[src/rtl/wgain_pkg.sv]
package wgain_pkg;
  localparam int DEF_SAMPLE_W = 24;
  localparam int DEF_GAIN_W   = 24;
  localparam int DEF_STORE_W  = 28;
  localparam int DEF_BUS_W    = 32;
  localparam int DEF_FRAC_W   = 23;
  localparam int DEF_NPH      = 3;
  localparam int DEF_ADDR_W   = 2;

  // Latency from in_valid to out_valid: multiply stage plus output register
  localparam int PIPE_DEPTH = 2;

  typedef enum logic [1:0] {
    SEL_PH_A = 2'd0,
    SEL_PH_B = 2'd1,
    SEL_PH_C = 2'd2,
    SEL_NONE = 2'd3
  } phase_sel_e;
endpackage

[src/rtl/wgain_regs.sv]
module wgain_regs #(
  parameter int NPH     = 3,
  parameter int GAIN_W  = 24,
  parameter int STORE_W = 28,
  parameter int BUS_W   = 32,
  parameter int ADDR_W  = 2
) (
  input  logic                  clk,
  input  logic                  rst_n,
  input  logic                  wr_en,
  input  logic [ADDR_W-1:0]     addr,
  input  logic [BUS_W-1:0]      wdata,
  output logic [BUS_W-1:0]      rdata,
  output logic [NPH*GAIN_W-1:0] gains
);
  localparam int EXT_W = STORE_W - GAIN_W;
  localparam int PAD_W = BUS_W - STORE_W;

  logic [STORE_W-1:0] word_q [NPH];
  logic [STORE_W-1:0] word_d [NPH];
  logic [BUS_W-GAIN_W-1:0] unused_wdata_hi;

  assign unused_wdata_hi = wdata[BUS_W-1:GAIN_W];

  for (genvar k = 0; k < NPH; k++) begin : g_word
    always_comb begin
      word_d[k] = word_q[k];
      if (wr_en && addr == ADDR_W'(k))
        word_d[k] = {{EXT_W{wdata[GAIN_W-1]}}, wdata[GAIN_W-1:0]};
    end

    always_ff @(posedge clk or negedge rst_n) begin
      if (!rst_n)
        word_q[k] <= '0;
      else if (wr_en)
        word_q[k] <= word_d[k];
    end

    assign gains[k*GAIN_W +: GAIN_W] = word_q[k][GAIN_W-1:0];
  end

  always_comb begin
    rdata = '0;
    for (int k = 0; k < NPH; k++)
      if (addr == ADDR_W'(k))
        rdata = {{PAD_W{1'b0}}, word_q[k]};
  end
endmodule

[src/rtl/wgain_lane.sv]
module wgain_lane #(
  parameter int SAMPLE_W = 24,
  parameter int GAIN_W   = 24,
  parameter int FRAC_W   = 23
) (
  input  logic                clk,
  input  logic                rst_n,
  input  logic                ld_mul,
  input  logic                ld_out,
  input  logic [SAMPLE_W-1:0] x,
  input  logic [GAIN_W-1:0]   gain,
  output logic [SAMPLE_W-1:0] y
);
  localparam int FACT_W  = GAIN_W + 1;
  localparam int PROD_W  = SAMPLE_W + FACT_W;
  localparam int SHIFT_W = PROD_W - FRAC_W;
  localparam int TOP_W   = SHIFT_W - SAMPLE_W + 1;
  localparam logic signed [FACT_W-1:0] UNITY =
    {{(FACT_W-FRAC_W-1){1'b0}}, 1'b1, {FRAC_W{1'b0}}};

  logic signed [FACT_W-1:0]  factor;
  logic signed [PROD_W-1:0]  prod_d;
  logic signed [SHIFT_W-1:0] prod_q;
  logic [FRAC_W-1:0]         unused_lsbs;
  logic [SAMPLE_W-1:0]       y_d;
  logic [TOP_W-1:0]          top_bits;

  // Next-state: unity plus the Q-fraction gain, full-precision product
  always_comb begin
    factor = $signed({gain[GAIN_W-1], gain}) + UNITY;
    prod_d = $signed(x) * factor;
  end

  // Keeping only the bits above the fraction is an arithmetic shift (floor)
  assign unused_lsbs = prod_d[FRAC_W-1:0];

  always_ff @(posedge clk or negedge rst_n) begin
    if (!rst_n)
      prod_q <= '0;
    else if (ld_mul)
      prod_q <= prod_d[PROD_W-1:FRAC_W];
  end

  // Saturate: every bit from the sample sign upward must agree
  assign top_bits = prod_q[SHIFT_W-1:SAMPLE_W-1];

  always_comb begin
    if (top_bits == '0 || top_bits == '1)
      y_d = prod_q[SAMPLE_W-1:0];
    else if (prod_q[SHIFT_W-1])
      y_d = {1'b1, {(SAMPLE_W-1){1'b0}}};
    else
      y_d = {1'b0, {(SAMPLE_W-1){1'b1}}};
  end

  always_ff @(posedge clk or negedge rst_n) begin
    if (!rst_n)
      y <= '0;
    else if (ld_out)
      y <= y_d;
  end
endmodule

[src/rtl/wgain_stage.sv]
module wgain_stage
  import wgain_pkg::*;
#(
  parameter int SAMPLE_W = DEF_SAMPLE_W,
  parameter int GAIN_W   = DEF_GAIN_W,
  parameter int STORE_W  = DEF_STORE_W,
  parameter int BUS_W    = DEF_BUS_W,
  parameter int FRAC_W   = DEF_FRAC_W,
  parameter int NPH      = DEF_NPH,
  parameter int ADDR_W   = DEF_ADDR_W
) (
  input  logic                    clk,
  input  logic                    rst_n,
  input  logic                    in_valid,
  input  logic [NPH*SAMPLE_W-1:0] in_samp,
  input  logic                    reg_wr,
  input  logic [ADDR_W-1:0]       reg_addr,
  input  logic [BUS_W-1:0]        reg_wdata,
  output logic [BUS_W-1:0]        reg_rdata,
  output logic                    out_valid,
  output logic [NPH*SAMPLE_W-1:0] out_samp
);
  logic [1:0]              rst_pipe;
  logic                    rst_q;
  logic [NPH*GAIN_W-1:0]   gain_bus;
  logic [PIPE_DEPTH-1:0]   vld_q;
  logic [PIPE_DEPTH-1:0]   vld_d;

  // Asynchronous assertion, synchronous release
  always_ff @(posedge clk or negedge rst_n) begin
    if (!rst_n)
      rst_pipe <= '0;
    else
      rst_pipe <= {rst_pipe[0], 1'b1};
  end
  assign rst_q = rst_pipe[1];

  wgain_regs #(
    .NPH(NPH), .GAIN_W(GAIN_W), .STORE_W(STORE_W),
    .BUS_W(BUS_W), .ADDR_W(ADDR_W)
  ) u_regs (
    .clk   (clk),
    .rst_n (rst_q),
    .wr_en (reg_wr),
    .addr  (reg_addr),
    .wdata (reg_wdata),
    .rdata (reg_rdata),
    .gains (gain_bus)
  );

  assign vld_d = {vld_q[PIPE_DEPTH-2:0], in_valid};

  always_ff @(posedge clk or negedge rst_q) begin
    if (!rst_q)
      vld_q <= '0;
    else
      vld_q <= vld_d;
  end
  assign out_valid = vld_q[PIPE_DEPTH-1];

  for (genvar k = 0; k < NPH; k++) begin : g_lane
    wgain_lane #(
      .SAMPLE_W(SAMPLE_W), .GAIN_W(GAIN_W), .FRAC_W(FRAC_W)
    ) u_lane (
      .clk    (clk),
      .rst_n  (rst_q),
      .ld_mul (in_valid),
      .ld_out (vld_q[0]),
      .x      (in_samp[k*SAMPLE_W +: SAMPLE_W]),
      .gain   (gain_bus[k*GAIN_W +: GAIN_W]),
      .y      (out_samp[k*SAMPLE_W +: SAMPLE_W])
    );
  end
endmodule

[config.mk]
export PLATFORM = sky130hd
export DESIGN_NAME = wgain_stage
export DESIGN_NICKNAME = d
export VERILOG_FILES = /design/src/rtl/wgain_pkg.sv /design/src/rtl/wgain_regs.sv /design/src/rtl/wgain_lane.sv /design/src/rtl/wgain_stage.sv
export SDC_FILE = /design/constraint.sdc
export NUM_CORES = 2
export LEC_CHECK = 0
export BUFFER_PORTS_ARGS = -buffer_cell sky130_fd_sc_hd__buf_2
export CAP_MARGIN = 20
export CORE_AREA = 2 2 326 409
export DETAILED_ROUTE_END_ITERATION = 16
export DIE_AREA = 0 0 328 411
export PLACE_DENSITY = 0.69
export REMOVE_ABC_BUFFERS = 1
export SYNTH_ARGS = -nofsm -noshare
export SYNTH_HDL_FRONTEND = slang
export SYNTH_SLANG_ARGS = --single-unit
export TNS_END_PERCENT = 50
[constraint.sdc]
create_clock -name clk -period 8 [get_ports clk]
set_input_delay 0.4 -clock clk [delete_from_list [all_inputs] [get_ports clk]]
set_output_delay 0.4 -clock clk [all_outputs]
set_load 0.01 [all_outputs]
Word-level counts from Yosys, hierarchy flattened
Index checks and enable logic that the tools add are counted.

storage, ports and cells
  bits in registers = 226
  output and inout bits = 105
  logic and storage cells = 44

operators by class
  add/subtract/negate cells = 3
  $mul = 3
  equal/unequal tests = 5
  mux-type cells = 9
  reductions and logical operators = 13

operators with widths
  operator                                              number
  multiplier 24 x 25 -> 49 bit                          3
  two-way mux 24 bit                                    6
  two-way mux 28 bit                                    3
  adder 24 x 25 -> 25 bit (second input constant)       3
  equality test 3 bit (second input constant)           3
  zero test 3 bit                                       3
  AND reduction 2 bit                                   3
  logical AND 1 bit                                     3
  logical OR 1 bit                                      3
  equality test 2 x 1 -> 1 bit (second input constant)  1
  equality test 2 bit (second input constant)           1
  zero test 2 bit                                       1

Logic depth before layout (Yosys ltp)
  word-level depth = 4
  depth in mapped cells = 26

Modules after synthesis
A second synthesis with hierarchy kept.

unflattened totals
  cells, all modules = 7182
  area total of the unflattened synthesis = 66317.4 um2

by module, submodules not included
  module                         times used  cells an instance  area an instance (um2)  seq. area each (um2)
  wgain_lane (g_lane[2].u_lane)  1           2336               21057.7                 1251.2
  wgain_lane (g_lane[1].u_lane)  1           2325               20973.9                 1251.2
  wgain_lane (g_lane[0].u_lane)  1           2296               20901.3                 1251.2
  wgain_regs                     1           220                3280.6                  1801.7
  wgain_stage                    1           5                  103.8                   100.1

Least setup slack after synthesis
No wires, ideal clock.

  kind = input to register
  start = input port in_samp[0]
  end = register g_lane[0].u_lane.prod_q[22]
  setup time = 0.120 ns
  arrival = 6.544 ns
  path slack = 1.337 ns
  cell stages on the path = 25
  buffers on the path = 1
  cells stage by stage = clkbuf_1 and2_1 fa_1 inv_1 fa_1 fa_1 inv_1 fa_1 inv_1 fa_1 inv_1 fa_1 inv_1 fa_1 inv_1 ha_1 a211oi_1 o21ai_0 o2111ai_1 nand3_1 o211a_1 o311a_4 o21ba_1 or3_1 a31o_1

on the way
  cells in the longest elaborated chain, start to end = 1

ends and longest elaborated chain
  element                       RTL line           RTL
  start, declared               wgain_stage.sv:15  input logic [NPH*SAMPLE_W-1:0] in_samp,
  multiplier 24 x 25 -> 49 bit  wgain_lane.sv:31   prod_d = $signed(x) * factor;
  end signal, assigned          wgain_lane.sv:41   prod_q <= prod_d[PROD_W-1:FRAC_W];
  end, declared                 wgain_lane.sv:23   logic signed [SHIFT_W-1:0] prod_q;

Every way passes these cells.
A chain may end at the register's enable or synchronous reset.

Worst setup path in the final report
  start = register u_regs.word_q, in the netlist u_regs.gains[32]
  end = register g_lane[1].u_lane.prod_q[22]

on the way
  cells in the longest elaborated chain, start to end = 2

ends and longest elaborated chain
  element                          RTL line          RTL
  start, declared                  wgain_regs.sv:19  logic [STORE_W-1:0] word_q [NPH];
  start signal, assigned by index  wgain_regs.sv:36  word_q[k] <= word_d[k];
  adder 24 x 25 -> 25 bit          wgain_lane.sv:30  factor = $signed({gain[GAIN_W-1], gain}) + UNITY;
  multiplier 24 x 25 -> 49 bit     wgain_lane.sv:31
  end signal, assigned             wgain_lane.sv:41
  end, declared                    wgain_lane.sv:23

Every way passes these cells.

==> results.md <==
- Gr ovfl total: 0
- Synth Flop Type: sky130_fd_sc_hd__dfrtp_1
- Distinct cell type count after synthesis: 80
- Number of non-filler instances in the completed layout: 8857
- Vias in the first global route: 53000
- Starting density of the core: 49.7%
- Max Clk Rate: 130 MHz
- Avg WL per Cell: 20.4 um
- Share of final-layout standard cells stronger than drive strength 1: 8.20%
- Required time of the critical path: 8540 ps
- Post-synthesis instance total: 7025
- Global placer's final weighted congestion: 0.938
- First-pass GRT wire length: 289000 um
- Finished Core Util: 53.1%
- Die area: 135000 um^2
- Max-Slew Margin vs Limit: 30.6%
- Period Utilization, post-route: 96.2%
- DR DRC count: 0
- Overall die width: 328 um
- Post-synthesis sequential element count: 226
- Family with the most delay on the worst path: adder cells
- Class of the worst hold path: in -> reg
- Remaining antenna violation count after routing: 0
- Clock transition at the registers of the reported paths: 60 ps
- Final count of hold timing violations: 0
- Synth warnings: 0
- Root buffer selected by CTS: sky130_fd_sc_hd__clkbuf_16
- Worst path cell trace: buf_4, and2_1, fa_1, inv_1, fa_1, inv_1, fa_1, fa_1, fa_1, fa_1, inv_1, fa_1, inv_1, ha_1, and4_1, and4_1, o311ai_1, o21ai_1, o2111ai_2, a31oi_2, a211oi_1, xnor2_1, mux2_2
- Setup violation total in the final timing report: 0
- WS Path Type: reg -> reg
- Detailed-placement wirelength estimate: 146000 um
- WL met2: 90800 um
- Highest Signal Layer: met5
- Worst skew pair latency: 660 ps
- Count of routing violations after the opening detailed-route iteration: 2970
- Fraction of registers with async set/reset: 100%
- Pre-Repair DR Iteration Count: 7
- Height of the chip: 411 um
- Post-synthesis to final-layout area growth: 6.87%
- Cell occurring most often along the worst timing path: sky130_fd_sc_hd__fa_1
- Clock tree from TritonCTS: built
- Proportion of synthesized chip area in sequential cells: 8.68%
- Setup bufs post-CTS: 0
- CTS buffer count: 31
- Vias per Instance: 5.43
- Critical path fanouts, max: 15
- Post-detailed-routing wire length: 180000 um
- Number of enable-type register cells in the synthesized netlist: 0
- Top-level port count: 215
- Number of antenna violations at the first check in global routing: 16
- Number of buffers between clock root and the deepest sink: 3
- FP Rows: 149
- Core area: 131000 um^2
- Highest cell delay on the worst timing path: 730 ps
- Total of max-cap violations: 0
- Post-Synthesis Cell Area: 65100 um^2
- Via Count: 48100
- Maximum number of pins on one net before global-route repair: 140
- Avg Synthesized Cell Area: 9.27 um^2
- H-tree depth: 1
- Met1 WL: 66400 um
- Port Buffer Count: 202
- Final critical-path required period: 7700 ps
- Routed length on met3: 13200 um
- Final #Nets: 9236
- Global-route usage over all layers: 27.7%
- Startpoint kind of the worst setup timing path: register
- DP Cell Count: 8783
- Transition time at the pin with the least slew margin: 1040 ps
- Layout Skew: 40.9 ps
- Total negative slack: 0 ps
- Number of buffers and inverters on the critical path: 5
- Run status: completed
- Critical path's slowest cell: sky130_fd_sc_hd__dfrtp_1
- Final Max Tran Viols: 0
- Setup repair after global routing missed its margin: false
- Critical Path Sink Type: register
- Design area: 69600 um^2
- # clock sinks: 226
- Area of placed instances: 68400 um^2
- Critical path data arrival time: 8240 ps
[final timing paths]
kind,from,endpoint,slack (ps),depth (start not counted)
worst max-delay path,u_regs.gains[32]$_DFFE_PN0P_,g_lane[1].u_lane.prod_q[22]$_DFFE_PN0P_,300,23
worst min-delay path,reg_wdata[7],u_regs.gains[55]$_DFFE_PN0P_,20,2
worst max register to register,u_regs.gains[32]$_DFFE_PN0P_,g_lane[1].u_lane.prod_q[22]$_DFFE_PN0P_,300,23
worst min register to register,rst_pipe[1]$_DFF_PN0_,g_lane[0].u_lane.y[5]$_DFFE_PN0P_,230,0
max in group asynchronous,rst_pipe[1]$_DFF_PN0_,vld_q[0]$_DFF_PN0_,6590,1
min in group asynchronous,rst_n,rst_pipe[0]$_DFF_PN0_,80,2
[cells in the mapped netlist (3+ instances only)]
master / count / area, um^2
sky130_fd_sc_hd__and3_1: 12 / 75.1
sky130_fd_sc_hd__xnor2_1: 58 / 508
sky130_fd_sc_hd__a31oi_1: 5 / 31.3
sky130_fd_sc_hd__buf_4: 8 / 60.1
sky130_fd_sc_hd__nor2b_1: 73 / 457
sky130_fd_sc_hd__mux2i_1: 24 / 240
sky130_fd_sc_hd__o21bai_1: 16 / 120
sky130_fd_sc_hd__nand2b_1: 81 / 507
sky130_fd_sc_hd__a21o_1: 51 / 383
sky130_fd_sc_hd__inv_1: 1694 / 6360
sky130_fd_sc_hd__mux2_2: 134 / 1510
sky130_fd_sc_hd__a211oi_1: 14 / 105
sky130_fd_sc_hd__nand3b_1: 3 / 22.5
sky130_fd_sc_hd__and2_1: 761 / 4760
sky130_fd_sc_hd__nor3b_1: 4 / 30.0
sky130_fd_sc_hd__dfrtp_1: 226 / 5660
sky130_fd_sc_hd__a211o_1: 3 / 26.3
sky130_fd_sc_hd__a21oi_1: 106 / 531
sky130_fd_sc_hd__fa_1: 1443 / 28900
sky130_fd_sc_hd__nor2_1: 122 / 458
sky130_fd_sc_hd__buf_1: 12 / 45.0
sky130_fd_sc_hd__o22ai_1: 73 / 457
sky130_fd_sc_hd__o31ai_1: 13 / 97.6
sky130_fd_sc_hd__ha_1: 594 / 7430
sky130_fd_sc_hd__and4_1: 8 / 70.1
sky130_fd_sc_hd__o21a_1: 8 / 60.1
sky130_fd_sc_hd__clkbuf_1: 325 / 1220
sky130_fd_sc_hd__xor2_1: 21 / 184
sky130_fd_sc_hd__o211ai_1: 10 / 75.1
sky130_fd_sc_hd__o21ai_1: 6 / 30.0
sky130_fd_sc_hd__nand4_1: 13 / 81.3
sky130_fd_sc_hd__nand2_1: 922 / 3460
sky130_fd_sc_hd__nor3_1: 15 / 75.1
sky130_fd_sc_hd__nor4_2: 3 / 37.5
sky130_fd_sc_hd__a221oi_1: 6 / 52.6
sky130_fd_sc_hd__nand3_1: 30 / 150
sky130_fd_sc_hd__o21ai_0: 73 / 365
sky130_fd_sc_hd__or3_1: 5 / 31.3
[placed cells by master (no fill, tap or decap), types with 14 or more instances in the layout]
cell type                      n
sky130_fd_sc_hd__inv_1      1694
sky130_fd_sc_hd__fa_1       1443
sky130_fd_sc_hd__nand2_1     922
sky130_fd_sc_hd__and2_1      761
sky130_fd_sc_hd__ha_1        594
sky130_fd_sc_hd__dfrtp_1     223
sky130_fd_sc_hd__buf_2       201
sky130_fd_sc_hd__buf_4       154
sky130_fd_sc_hd__mux2_2      134
sky130_fd_sc_hd__nor2_1      121
sky130_fd_sc_hd__a21oi_1     106
sky130_fd_sc_hd__nand2b_1     81
sky130_fd_sc_hd__o21ai_0      73
sky130_fd_sc_hd__o22ai_1      73
sky130_fd_sc_hd__nor2b_1      72
sky130_fd_sc_hd__xnor2_1      58
sky130_fd_sc_hd__a21o_1       51
sky130_fd_sc_hd__clkbuf_16    31
sky130_fd_sc_hd__nand3_1      30
sky130_fd_sc_hd__mux2i_1      24
sky130_fd_sc_hd__xor2_1       21
sky130_fd_sc_hd__o21bai_1     16
sky130_fd_sc_hd__nor3_1       15
sky130_fd_sc_hd__a211oi_1     14
[through the flow]
| step | hold slack (ps) | setup slack [ps] |
|---|---|---|
| floorplan | 104 | 1240 |
| global placement | 191 | 487 |
| detailed placement | 192 | 384 |
| CTS | 2.01 | 385 |
| global route | 36.8 | 26.7 |
| finish | 21.2 | 301 |
[repair_timing]
| action | 4_1_cts | 5_1_grt |
|---|---|---|
| hold buffers | 8 | 0 |
| endpoints found under the hold margin | 20 | 0 |
| endpoints found under the setup margin | 0 | 3 |
| resized for setup | 0 | 2 |
[state kept, by name (all words and copies together), names as in the netlist]
signal and count:
rst_pipe 2, u_regs.gains 72, g_lane.u_lane.y 72, g_lane.u_lane.prod_q 78, vld_q 2
[routing by layer]
metal,track usage (%),up-vias
li1,-,20800
met1,33.5,24900
met2,48.2,1793
met3,4.43,542
met4,13.2,8
met5,0,-
[logic make-up after synthesis]
group                      after synthesis  share of synthesized area (%)
AOI/OAI and AO/OA                      418                           4.16
xor gates and xnor gates                79                           1.06
DFF                                    226                           8.68
adders and majority gates             2037                           55.7
other                                    2                         0.0115
muxes                                  158                           2.68
buffers and inverters                 2042                           11.8
and+or+nand+nor                       2063                           15.8
[final cells by class]
type	count	area [um^2]
fill	11800	61400
multi-input combinational	4760	51800
inverter	1695	6360
sequential	226	5660
timing repair buffer	375	2480
tap	1736	2170
clock buffer	37	828
clock inverter	20	293
antenna	8	20.0
Power is not shown: default switching activity piles up to over one toggle a cycle in this logic, so the estimate is an artifact.
